`src/rtl/rst_seq_pkg.sv`:
```
package rst_seq_pkg;

    typedef enum logic [1:0] {
        CAUSE_PIN   = 2'b00,
        CAUSE_WDT   = 2'b01,
        CAUSE_CLKDN = 2'b10
    } rst_cause_e;

    localparam int NUM_CFG = 4;
    localparam int SEL_W   = $clog2(NUM_CFG);

    localparam int IDX_BUS = 0;
    localparam int IDX_MEM = 1;
    localparam int IDX_FN  = 2;
    localparam int IDX_TMR = 3;

    // one bit per register: 1 = contents survive that cause
    function automatic logic [NUM_CFG-1:0] keep_mask(rst_cause_e c);
        logic [NUM_CFG-1:0] m;
        m = '0;
        case (c)
            CAUSE_WDT:   m[IDX_TMR] = 1'b1;
            CAUSE_CLKDN: m[IDX_FN]  = 1'b1;
            default:     m = '0;
        endcase
        return m;
    endfunction

endpackage

```
`src/rtl/rst_pin_sync.sv`:
```
module rst_pin_sync #(
    parameter int SYNC_STAGES = 2
) (
    input  logic clk_i,
    input  logic rst_ni,
    input  logic pin_ni,
    output logic rise_o
);
    typedef struct packed {
        logic [SYNC_STAGES-1:0] sync;
        logic                   last;
    } sync_st_t;

    sync_st_t st_d, st_q;

    always_comb begin
        st_d      = st_q;
        st_d.sync = {st_q.sync[SYNC_STAGES-2:0], pin_ni};
        st_d.last = st_q.sync[SYNC_STAGES-1];
    end

    always_ff @(posedge clk_i or negedge rst_ni) begin
        if (!rst_ni) st_q <= '0;
        else         st_q <= st_d;
    end

    assign rise_o = st_q.sync[SYNC_STAGES-1] & ~st_q.last;

    // an edge is a single-cycle event
    assert_rise_single_R1: assert property (@(posedge clk_i) disable iff (!rst_ni)
        rise_o |=> !rise_o);

endmodule

```
`src/rtl/rst_cause_arb.sv`:
```
module rst_cause_arb
    import rst_seq_pkg::*;
(
    input  logic       pin_rise_i,
    input  logic       wdt_i,
    input  logic       clkdn_i,
    output logic       trig_o,
    output rst_cause_e cause_o
);
    // fixed priority pin > watchdog > clock-down
    always_comb begin
        trig_o  = pin_rise_i | wdt_i | clkdn_i;
        if (pin_rise_i)  cause_o = CAUSE_PIN;
        else if (wdt_i)  cause_o = CAUSE_WDT;
        else             cause_o = CAUSE_CLKDN;
    end

endmodule

```
`src/rtl/rst_cfg_bank.sv`:
```
module rst_cfg_bank
    import rst_seq_pkg::*;
#(
    parameter int                              DATA_W  = 16,
    parameter logic [NUM_CFG-1:0][DATA_W-1:0]  RST_VAL = '0
) (
    input  logic                             clk_i,
    input  logic                             rst_ni,
    input  logic                             trig_i,
    input  rst_cause_e                       cause_i,
    input  logic                             busy_i,
    input  logic                             we_i,
    input  logic [SEL_W-1:0]                 sel_i,
    input  logic [DATA_W-1:0]                wdata_i,
    output logic [NUM_CFG-1:0][DATA_W-1:0]   cfg_o
);
    typedef struct packed {
        logic [NUM_CFG-1:0][DATA_W-1:0] cfg;
    } bank_st_t;

    bank_st_t           st_d, st_q;
    logic [NUM_CFG-1:0] keep;

    always_comb begin
        keep = keep_mask(cause_i);
        st_d = st_q;
        for (int i = 0; i < NUM_CFG; i++) begin
            if (trig_i) begin
                if (!keep[i]) st_d.cfg[i] = RST_VAL[i];
            end else if (we_i && !busy_i && (sel_i == SEL_W'(i))) begin
                st_d.cfg[i] = wdata_i;
            end
        end
    end

    always_ff @(posedge clk_i or negedge rst_ni) begin
        if (!rst_ni) st_q.cfg <= RST_VAL;
        else         st_q     <= st_d;
    end

    assign cfg_o = st_q.cfg;

    for (genvar g = 0; g < NUM_CFG; g++) begin : g_chk
        // cleared registers land on their reset value
        assert_reinit_R6: assert property (@(posedge clk_i) disable iff (!rst_ni)
            (trig_i && !keep_mask(cause_i)[g]) |=> (cfg_o[g] == RST_VAL[g]));
        // kept registers do not move, even under a write
        assert_keep_R8: assert property (@(posedge clk_i) disable iff (!rst_ni)
            (trig_i && keep_mask(cause_i)[g]) |=> $stable(cfg_o[g]));
        // no write lands while the core is held in reset
        assert_no_write_busy_R11: assert property (@(posedge clk_i) disable iff (!rst_ni)
            (busy_i && !trig_i) |=> $stable(cfg_o[g]));
    end

endmodule

```
`src/rtl/rst_seq_ctrl.sv`:
```
module rst_seq_ctrl
    import rst_seq_pkg::*;
#(
    parameter int                DATA_W      = 16,
    parameter int                HOLD_CYC    = 4,
    parameter int                SYNC_STAGES = 2,
    parameter logic [DATA_W-1:0] BUS_RST     = 16'h0013,
    parameter logic [DATA_W-1:0] MEM_RST     = 16'h0025,
    parameter logic [DATA_W-1:0] FN_RST      = 16'h0037,
    parameter logic [DATA_W-1:0] TMR_RST     = 16'h0049
) (
    input  logic              clk_i,
    input  logic              rst_ni,
    input  logic              ext_rst_pin_ni,
    input  logic              wdt_ovf_i,
    input  logic              clkdn_rst_i,
    input  logic              cfg_we_i,
    input  logic [1:0]        cfg_sel_i,
    input  logic [DATA_W-1:0] cfg_wdata_i,
    output logic              core_rst_o,
    output logic              pipe_flush_o,
    output logic              vec_sel_o,
    output logic [1:0]        cause_o,
    output logic [DATA_W-1:0] bus_ctl_o,
    output logic [DATA_W-1:0] mem_ctl_o,
    output logic [DATA_W-1:0] fn_ctl_o,
    output logic [DATA_W-1:0] tmr_pre_o
);
    localparam int CNT_W = (HOLD_CYC > 1) ? $clog2(HOLD_CYC) : 1;
    localparam logic [CNT_W-1:0] CNT_LOAD = CNT_W'(HOLD_CYC - 1);
    localparam logic [NUM_CFG-1:0][DATA_W-1:0] RST_VAL =
        {TMR_RST, FN_RST, MEM_RST, BUS_RST};

    typedef struct packed {
        logic             busy;
        logic [CNT_W-1:0] cnt;
        logic             flush;
        rst_cause_e       cause;
    } seq_st_t;

    seq_st_t                        st_d, st_q;
    logic                           pin_rise;
    logic                           trig;
    rst_cause_e                     win_cause;
    logic [NUM_CFG-1:0][DATA_W-1:0] cfg;

    rst_pin_sync #(.SYNC_STAGES(SYNC_STAGES)) u_sync (
        .clk_i  (clk_i),
        .rst_ni (rst_ni),
        .pin_ni (ext_rst_pin_ni),
        .rise_o (pin_rise)
    );

    rst_cause_arb u_arb (
        .pin_rise_i (pin_rise),
        .wdt_i      (wdt_ovf_i),
        .clkdn_i    (clkdn_rst_i),
        .trig_o     (trig),
        .cause_o    (win_cause)
    );

    rst_cfg_bank #(.DATA_W(DATA_W), .RST_VAL(RST_VAL)) u_bank (
        .clk_i   (clk_i),
        .rst_ni  (rst_ni),
        .trig_i  (trig),
        .cause_i (win_cause),
        .busy_i  (st_q.busy),
        .we_i    (cfg_we_i),
        .sel_i   (cfg_sel_i),
        .wdata_i (cfg_wdata_i),
        .cfg_o   (cfg)
    );

    // window sequencer: a new cause always restarts the full window
    always_comb begin
        st_d       = st_q;
        st_d.flush = 1'b0;
        if (trig) begin
            st_d.busy  = 1'b1;
            st_d.cnt   = CNT_LOAD;
            st_d.flush = 1'b1;
            st_d.cause = win_cause;
        end else if (st_q.busy) begin
            if (st_q.cnt == '0) st_d.busy = 1'b0;
            else                st_d.cnt  = st_q.cnt - 1'b1;
        end
    end

    always_ff @(posedge clk_i or negedge rst_ni) begin
        if (!rst_ni) begin
            st_q.busy  <= 1'b0;
            st_q.cnt   <= '0;
            st_q.flush <= 1'b0;
            st_q.cause <= CAUSE_PIN;
        end else begin
            st_q <= st_d;
        end
    end

    assign core_rst_o   = st_q.busy;
    assign pipe_flush_o = st_q.flush;
    assign vec_sel_o    = st_q.busy && (st_q.cnt == '0);
    assign cause_o      = st_q.cause;
    assign bus_ctl_o    = cfg[IDX_BUS];
    assign mem_ctl_o    = cfg[IDX_MEM];
    assign fn_ctl_o     = cfg[IDX_FN];
    assign tmr_pre_o    = cfg[IDX_TMR];

    // any cause opens the window at the next edge
    assert_start_R3: assert property (@(posedge clk_i) disable iff (!rst_ni)
        trig |=> (core_rst_o && pipe_flush_o));
    // the flush pulse sits inside the window
    assert_flush_inside_R4: assert property (@(posedge clk_i) disable iff (!rst_ni)
        pipe_flush_o |-> core_rst_o);
    assert_flush_single_R4: assert property (@(posedge clk_i) disable iff (!rst_ni)
        (pipe_flush_o && !trig) |=> !pipe_flush_o);
    // vector select closes the window
    assert_vec_last_R5: assert property (@(posedge clk_i) disable iff (!rst_ni)
        (vec_sel_o && !trig) |=> !core_rst_o);
    // the cause code moves only when a reset starts
    assert_cause_hold_R9: assert property (@(posedge clk_i) disable iff (!rst_ni)
        !trig |=> $stable(cause_o));
    // a pin edge wins over every coincident cause
    assert_pin_prio_R10: assert property (@(posedge clk_i) disable iff (!rst_ni)
        pin_rise |=> (cause_o == CAUSE_PIN));

endmodule

```
`config.mk`:
```
export PLATFORM = sky130hd
export DESIGN_NAME = rst_seq_ctrl
export DESIGN_NICKNAME = d
export VERILOG_FILES = /design/src/rtl/rst_seq_pkg.sv /design/src/rtl/rst_pin_sync.sv /design/src/rtl/rst_cause_arb.sv /design/src/rtl/rst_cfg_bank.sv /design/src/rtl/rst_seq_ctrl.sv
export SDC_FILE = /design/constraint.sdc
export NUM_CORES = 1
export LEC_CHECK = 0
export ABC_CLOCK_PERIOD_IN_PS = 2200
export CAP_MARGIN = 20
export CORE_UTILIZATION = 48
export CTS_CLUSTER_DIAMETER = 120
export DETAILED_ROUTE_END_ITERATION = 8
export PLACE_DENSITY = 0.76
export SYNTH_ARGS = -nofsm -noshare
export SYNTH_HDL_FRONTEND = slang
export SYNTH_SLANG_ARGS = --single-unit
```
`constraint.sdc`:
```
create_clock -name clk_i -period 2.2 [get_ports clk_i]
set_clock_uncertainty 0.1 [all_clocks]
set_input_delay 0.22 -clock clk_i [delete_from_list [all_inputs] [get_ports clk_i]]
set_output_delay 0.22 -clock clk_i [all_outputs]
set_load 0.05 [all_outputs]
```
* Word-level counts from Yosys, hierarchy flattened
Cells that the tools add are included.
** Word-level totals
- Register bits after elaboration :: 73
- Output and inout bits :: 69
- Input bits :: 24
- Memories :: 0
- Bits in read-only memories :: 0
- Bits in writable memories :: 0
- Bits in latches :: 0
** Cells by class
- Shift operators :: 0
- Div/mod/pow operators :: 0
- Bitwise logic cells :: 4
- Mux-type cells :: 19
- Add/subtract/negate cells :: 1
- Eq/ne operators :: 8
- $lt $le $gt $ge :: 0
- Multiply operators :: 0
- Reductions and logical operators :: 17
** Operators by type and width (count)
- 2-to-1 mux 16 bit :: 10
- nonzero test 2 bit :: 5
- 2-to-1 mux 3 bit :: 3
- equality test 2 bit, second input constant :: 3
- logical AND 1 bit :: 6
- 2-to-1 mux 2 bit :: 3
- inequality test 2 bit, second input constant :: 3
- AND reduction 2 bit :: 3
- equality test 2 x 1 -> 1 bit, second input constant :: 2
- zero test 2 bit :: 2
- 2-to-1 mux 1 bit :: 3
- bitwise OR 1 bit :: 2
- subtractor 2 x 1 -> 2 bit, second input constant :: 1
- bitwise AND 1 bit :: 1
- zero test 1 bit :: 1
- NOT 1 bit :: 1

* Longest topological paths before layout
- Depth in word-level cells :: 7
- Mapped depth :: 6

* Modules after synthesis
From an unflattened synthesis, not the netlist that was laid out.
** Unflattened totals
- Cell total of the unflattened synthesis :: 297
- Area total of the unflattened synthesis :: 3153.0 um2
** Modules (own cells, without submodules)
- rst_cfg_bank :: cells an instance 268, area each 2783.9 um2, times used 1
- rst_seq_ctrl :: cells an instance 22, area each 264.0 um2, times used 1
- rst_pin_sync :: cells an instance 4, area each 88.8 um2, times used 1
- rst_cause_arb :: cells an instance 3, area each 16.3 um2, times used 1

* Worst setup path after synthesis
OpenSTA, ideal clock, no wires.
- Kind :: register to register
- Start point :: register st_q, in the netlist core_rst_o
- End point :: register, netlist name u_bank.cfg_o[10]
- Arrival :: 1.595 ns
- Clock period less this slack :: 1.819 ns
- Slack :: 0.381 ns
- Required time :: 1.977 ns
- Cell stages (with the launch flop) :: 6
- Library setup time :: 0.123 ns
- Path buffers :: 2
- Cells stage by stage :: dfrtp_1 or4b_1 buf_6 buf_8 nand2_1 a21oi_1
** Between the ends
- Word-level cells in the longest chain between the ends :: 4
** RTL lines
- from (decl) :: line rst_seq_ctrl.sv:41 : seq_st_t st_d, st_q;
- from (signal assigned) :: line rst_seq_ctrl.sv:96 : st_q <= st_d;
- zero test 1 bit :: line rst_cfg_bank.sv:30 : end else if (we_i && !busy_i && (sel_i == SEL_W'(i))) begin
- logical AND 1 bit (2 in series) :: line rst_cfg_bank.sv:30
- nonzero test 2 bit (no source line)
No other way between the ends.
A chain may end at the register's enable or synchronous reset.

* Worst setup path after layout
- Start point :: register st_q, in the netlist core_rst_o
- End point :: output core_rst_o
** RTL lines
- to (decl) :: line rst_seq_ctrl.sv:20 : output logic core_rst_o,
No word-level cell between the ends.

==> summary.md <==
| Metric | Value |
|---|---|
| Fin. max-slew vios | 0 |
| Crit path DAT | 1.75 ns |
| GRT Util Overall | 25.4% |
| Pwr Density | 606 mW/mm2 |
| Drt pass-1 iters | 4 |
| Synth top area share | 43.0% |
| Vias post-DR | 2910 |
| RSZ-0062 raised after global routing | false |
| Layout cells sized above 1 | 11.5% |
| Die Y | 86.6 um |
| Final Critical Period | 2.07 ns |
| R2r startpoint | core_rst_o |
| # fillers | 560 |
| Fmax achieved | 484 MHz |
| Number of remaining DRC errors | 0 |
| Final Instance Area | 0.00466 mm2 |
| Syn Inst Count | 352 |
| CP max stage delay | 0.87 ns |
| Storage cell area | 0.00184 mm2 |
| Post-DRT Antenna Nets | 0 |
| FF-to-FF End | u_bank.cfg_o[5] |
| Hold path endpoint | u_sync.st_d[2] |
| Top cell type by total area after synthesis | dfrtp_1 |
| Synthesized Nets | 377 |
| Largest net degree at the start of global routing | 74 |
| Worst path bufs/invs | 1 |
| Vias per inst | 5.41 |
| Hold Path Origin | ext_rst_pin_ni |
| GRT overflow | 0 |
| Core footprint | 0.00687 mm2 |
| Peak supply drop | 0.332 mV |
| Endpoints failing setup | 0 |
| Synth cell types | 37 |
| Relative slew slack | 59.6% |
| CTS tree | built |
| Yosys warning count | 0 |
| Clk_lat worst skew | 0.34 ns |
| Initial antenna violation count | 0 |
| I/O pins | 93 |
| Drt wl/cell | 16.6 um |
| Row count | 30 |
| Met3 usage | 3.90% |
| Outcome | completed |
| Top post-synthesis cells by area | dfrtp_1, dfstp_2, nand2_1 |
| Sequential area share after synthesis | 53.7% |
| Vias in the first global route | 2646 |
| Internal | 2.18 mW |
| Cts repair resizes | 0 |
| Net switching power figure | 641 uW |
| Cts bufs inserted | 9 |
| Logic pwr share | 7.8% |
| Clock root buffer | clkbuf_8 |
| GPL Wtd Cong | 0.778 |
| Leak Pwr | 1.97 nW |
| Post-synthesis instance area | 0.00344 mm2 |
| Pre-CTS WS | 0.0569 ns |
| Clock transition at the registers of the reported paths | 0.08 ns |
| R2r setup slk | 0.28 ns |
| Detailed Route Iter0 Violations | 237 |
| Syn-to-layout area delta | 35.6% |
| Hold Path Stages | 1 |
| Final hold viol count | 0 |
| Post-DP HPWL | 5990 um |
| Reg power frac | 48.0% |
| Critical path's top delay family | buffers and inverters |
| Clock power share | 44.2% |
| Total Routed Length | 8940 um |
| TNS Setup | 0 ns |
| Die area | 0.00750 mm2 |
| Worst Path Required | 1.88 ns |
| Multi-input logic area | 0.00141 mm2 |
| Worst-case reg-to-reg path depth | 3 |
| PnR worst setup slack | 0.135 ns |
| Actual slew at the worst max-slew pin | 0.606 ns |
| CTS sink cnt | 73 |
| CP Launch Type | flip-flop |
| Worst Path Max Fanout | 10 |
| Die Span X | 86.6 um |
| Worst Path Class, Setup | flip-flop to output port |
| GR Util met2 | 39.3% |
| Max cap viols | 0 |
| Tightest hold margin | 0.231 ns |
| Nature of the critical path endpoint | output port |
| First-pass GRT wire length | 14100 um |
| Slowest cell on crit path | clkdlybuf4s50_1 |
| Nets | 462 |
| Hold crit path type | input pin to flip-flop |
| Area after DPL | 0.00441 mm2 |
| Fin crit share | 93.9% |
| Initial core utilization | 50.0% |
| Switch share | 22.7% |
| FF+latch count, synth | 73 |
| Port bufs | 92 |
| H-tree Lvls | 3 |
| # diodes | 0 |
| Met1 Use GR | 36.2% |
| Grt peak-use layer | met2 |
| Worst-path cell chain | clkdlybuf4s50_1 |
| Clock Tree Buf Depth | 2 |
| Syn Area/Cell | 9.76 um2 |
-- what timing repair did --
action                                  in CTS  in global routing
setup buffers                                0                  0
hold buffers                                 1                  0
hold endpoints to repair                    59                  0
endpoints found under the setup margin       0                  0
-- sequential cells by signal (all words and copies together) (netlist names) --
register      count
core_rst_o        1
u_sync.st_d       2
st_q              2
u_bank.cfg_o     64
pipe_flush_o      1
u_sync.st_q       1
cause_o           2
-- final cells by class --
class | instances | share of cell area (%)
well taps | 96 | 2.58
repair buffers | 106 | 22.2
multi-input cells | 243 | 30.3
clock buffers | 10 | 2.74
clock inverters | 6 | 2.31
inverters | 4 | 0.322
flip-flops and latches | 73 | 39.6
-- cells in the mapped netlist --
cell / count
nand2_1: 80
dfrtp_1: 59
a21oi_1: 39
mux2i_1: 28
nand3_1: 28
nor3b_1: 15
dfstp_2: 14
clkbuf_1: 13
nor2b_1: 13
nor3_1: 11
buf_2: 10
nor2_1: 5
buf_4: 4
nor4_1: 3
o31ai_1: 3
clkbuf_2: 2
inv_1: 2
nand2b_1: 2
nand4b_1: 2
or4b_1: 2
a31oi_1: 1
and2_2: 1
and4b_2: 1
and4bb_2: 1
buf_1: 1
buf_6: 1
buf_8: 1
clkinv_1: 1
ha_1: 1
inv_2: 1
nand3b_1: 1
nand4bb_1: 1
nor3_4: 1
nor4b_4: 1
o211ai_1: 1
or2b_1: 1
xnor2_1: 1
-- cell usage in the layout (no fill, tap or decap), types with 2 or more instances in the layout --
master | netlist | routed
mux2i_1 | 28 | 28
buf_4 | 4 | 13
dfstp_2 | 14 | 14
clkbuf_8 | 0 | 9
nand2_1 | 80 | 80
nor2b_1 | 13 | 12
inv_1 | 2 | 2
nand4b_1 | 2 | 2
clkinv_2 | 0 | 2
nor3_1 | 11 | 11
dfrtp_1 | 59 | 59
o31ai_1 | 3 | 3
nand2b_1 | 2 | 2
nand3_1 | 28 | 28
nor3b_1 | 15 | 15
clkdlybuf4s50_1 | 0 | 90
bufinv_16 | 0 | 3
or4b_1 | 2 | 2
a21oi_1 | 39 | 39
nor4_1 | 3 | 3
nor2_1 | 5 | 5
-- per-layer routing --
metal  routed length [um]  part of all wire (%)
met3                  530                   5.9
met2                 4240                    47
met5                    0                     0
met1                 4020                    45
met4                  150                   1.7
-- worst max path at each step --
stage,startpoint,to,slack (ns),cells after the start
finish,core_rst_o,core_rst_o,0.13,1
detailed placement,cfg_sel_i[1],u_bank.cfg_o[5],0.06,4
global placement,cfg_sel_i[1],u_bank.cfg_o[11],0.15,4
CTS,core_rst_o,core_rst_o,0.11,1
floorplan,core_rst_o,u_bank.cfg_o[10],0.38,5
global route,core_rst_o,core_rst_o,0.05,1
-- through the flow --
stage	instances	power, mW	util, %
after global placement	521	1.60	64.2
after floorplan	352	1.47	-
after global routing	538	2.92	67.8
after detailed placement	521	1.60	64.2
after CTS	538	2.83	67.8
final	538	2.82	67.8
-- power groups by stage --
stage | logic (mW) | registers (mW) | clock network, mW
after floorplan | 0.0916 | 1.38 | 0
after global placement | 0.218 | 1.38 | 0
after detailed placement | 0.219 | 1.38 | 0
after CTS | 0.222 | 1.35 | 1.26
after global routing | 0.238 | 1.35 | 1.32
final | 0.220 | 1.35 | 1.25
-- cell families after synthesis --
kind of cell             count (synthesis)  share of synthesized area, %
buffers and inverters                   36                          5.35
AND/OR/NAND/NOR                        169                          25.5
flip-flops                              73                          53.7
multiplexers                            28                          8.16
AO/OA/AOI/OAI                           44                          6.74
XOR/XNOR                                 1                         0.255
adder cells (fa/ha/maj)                  1                         0.364
-- worst reg2reg max path, delay by kind of cell, from the launching register on --
kind | cells | cell delay, ns
AO/OA/AOI/OAI | 1 | 0.09
AND/OR/NAND/NOR | 2 | 1.09
flip-flops | 1 | 0.50
Power figures use the tool's default switching activity.
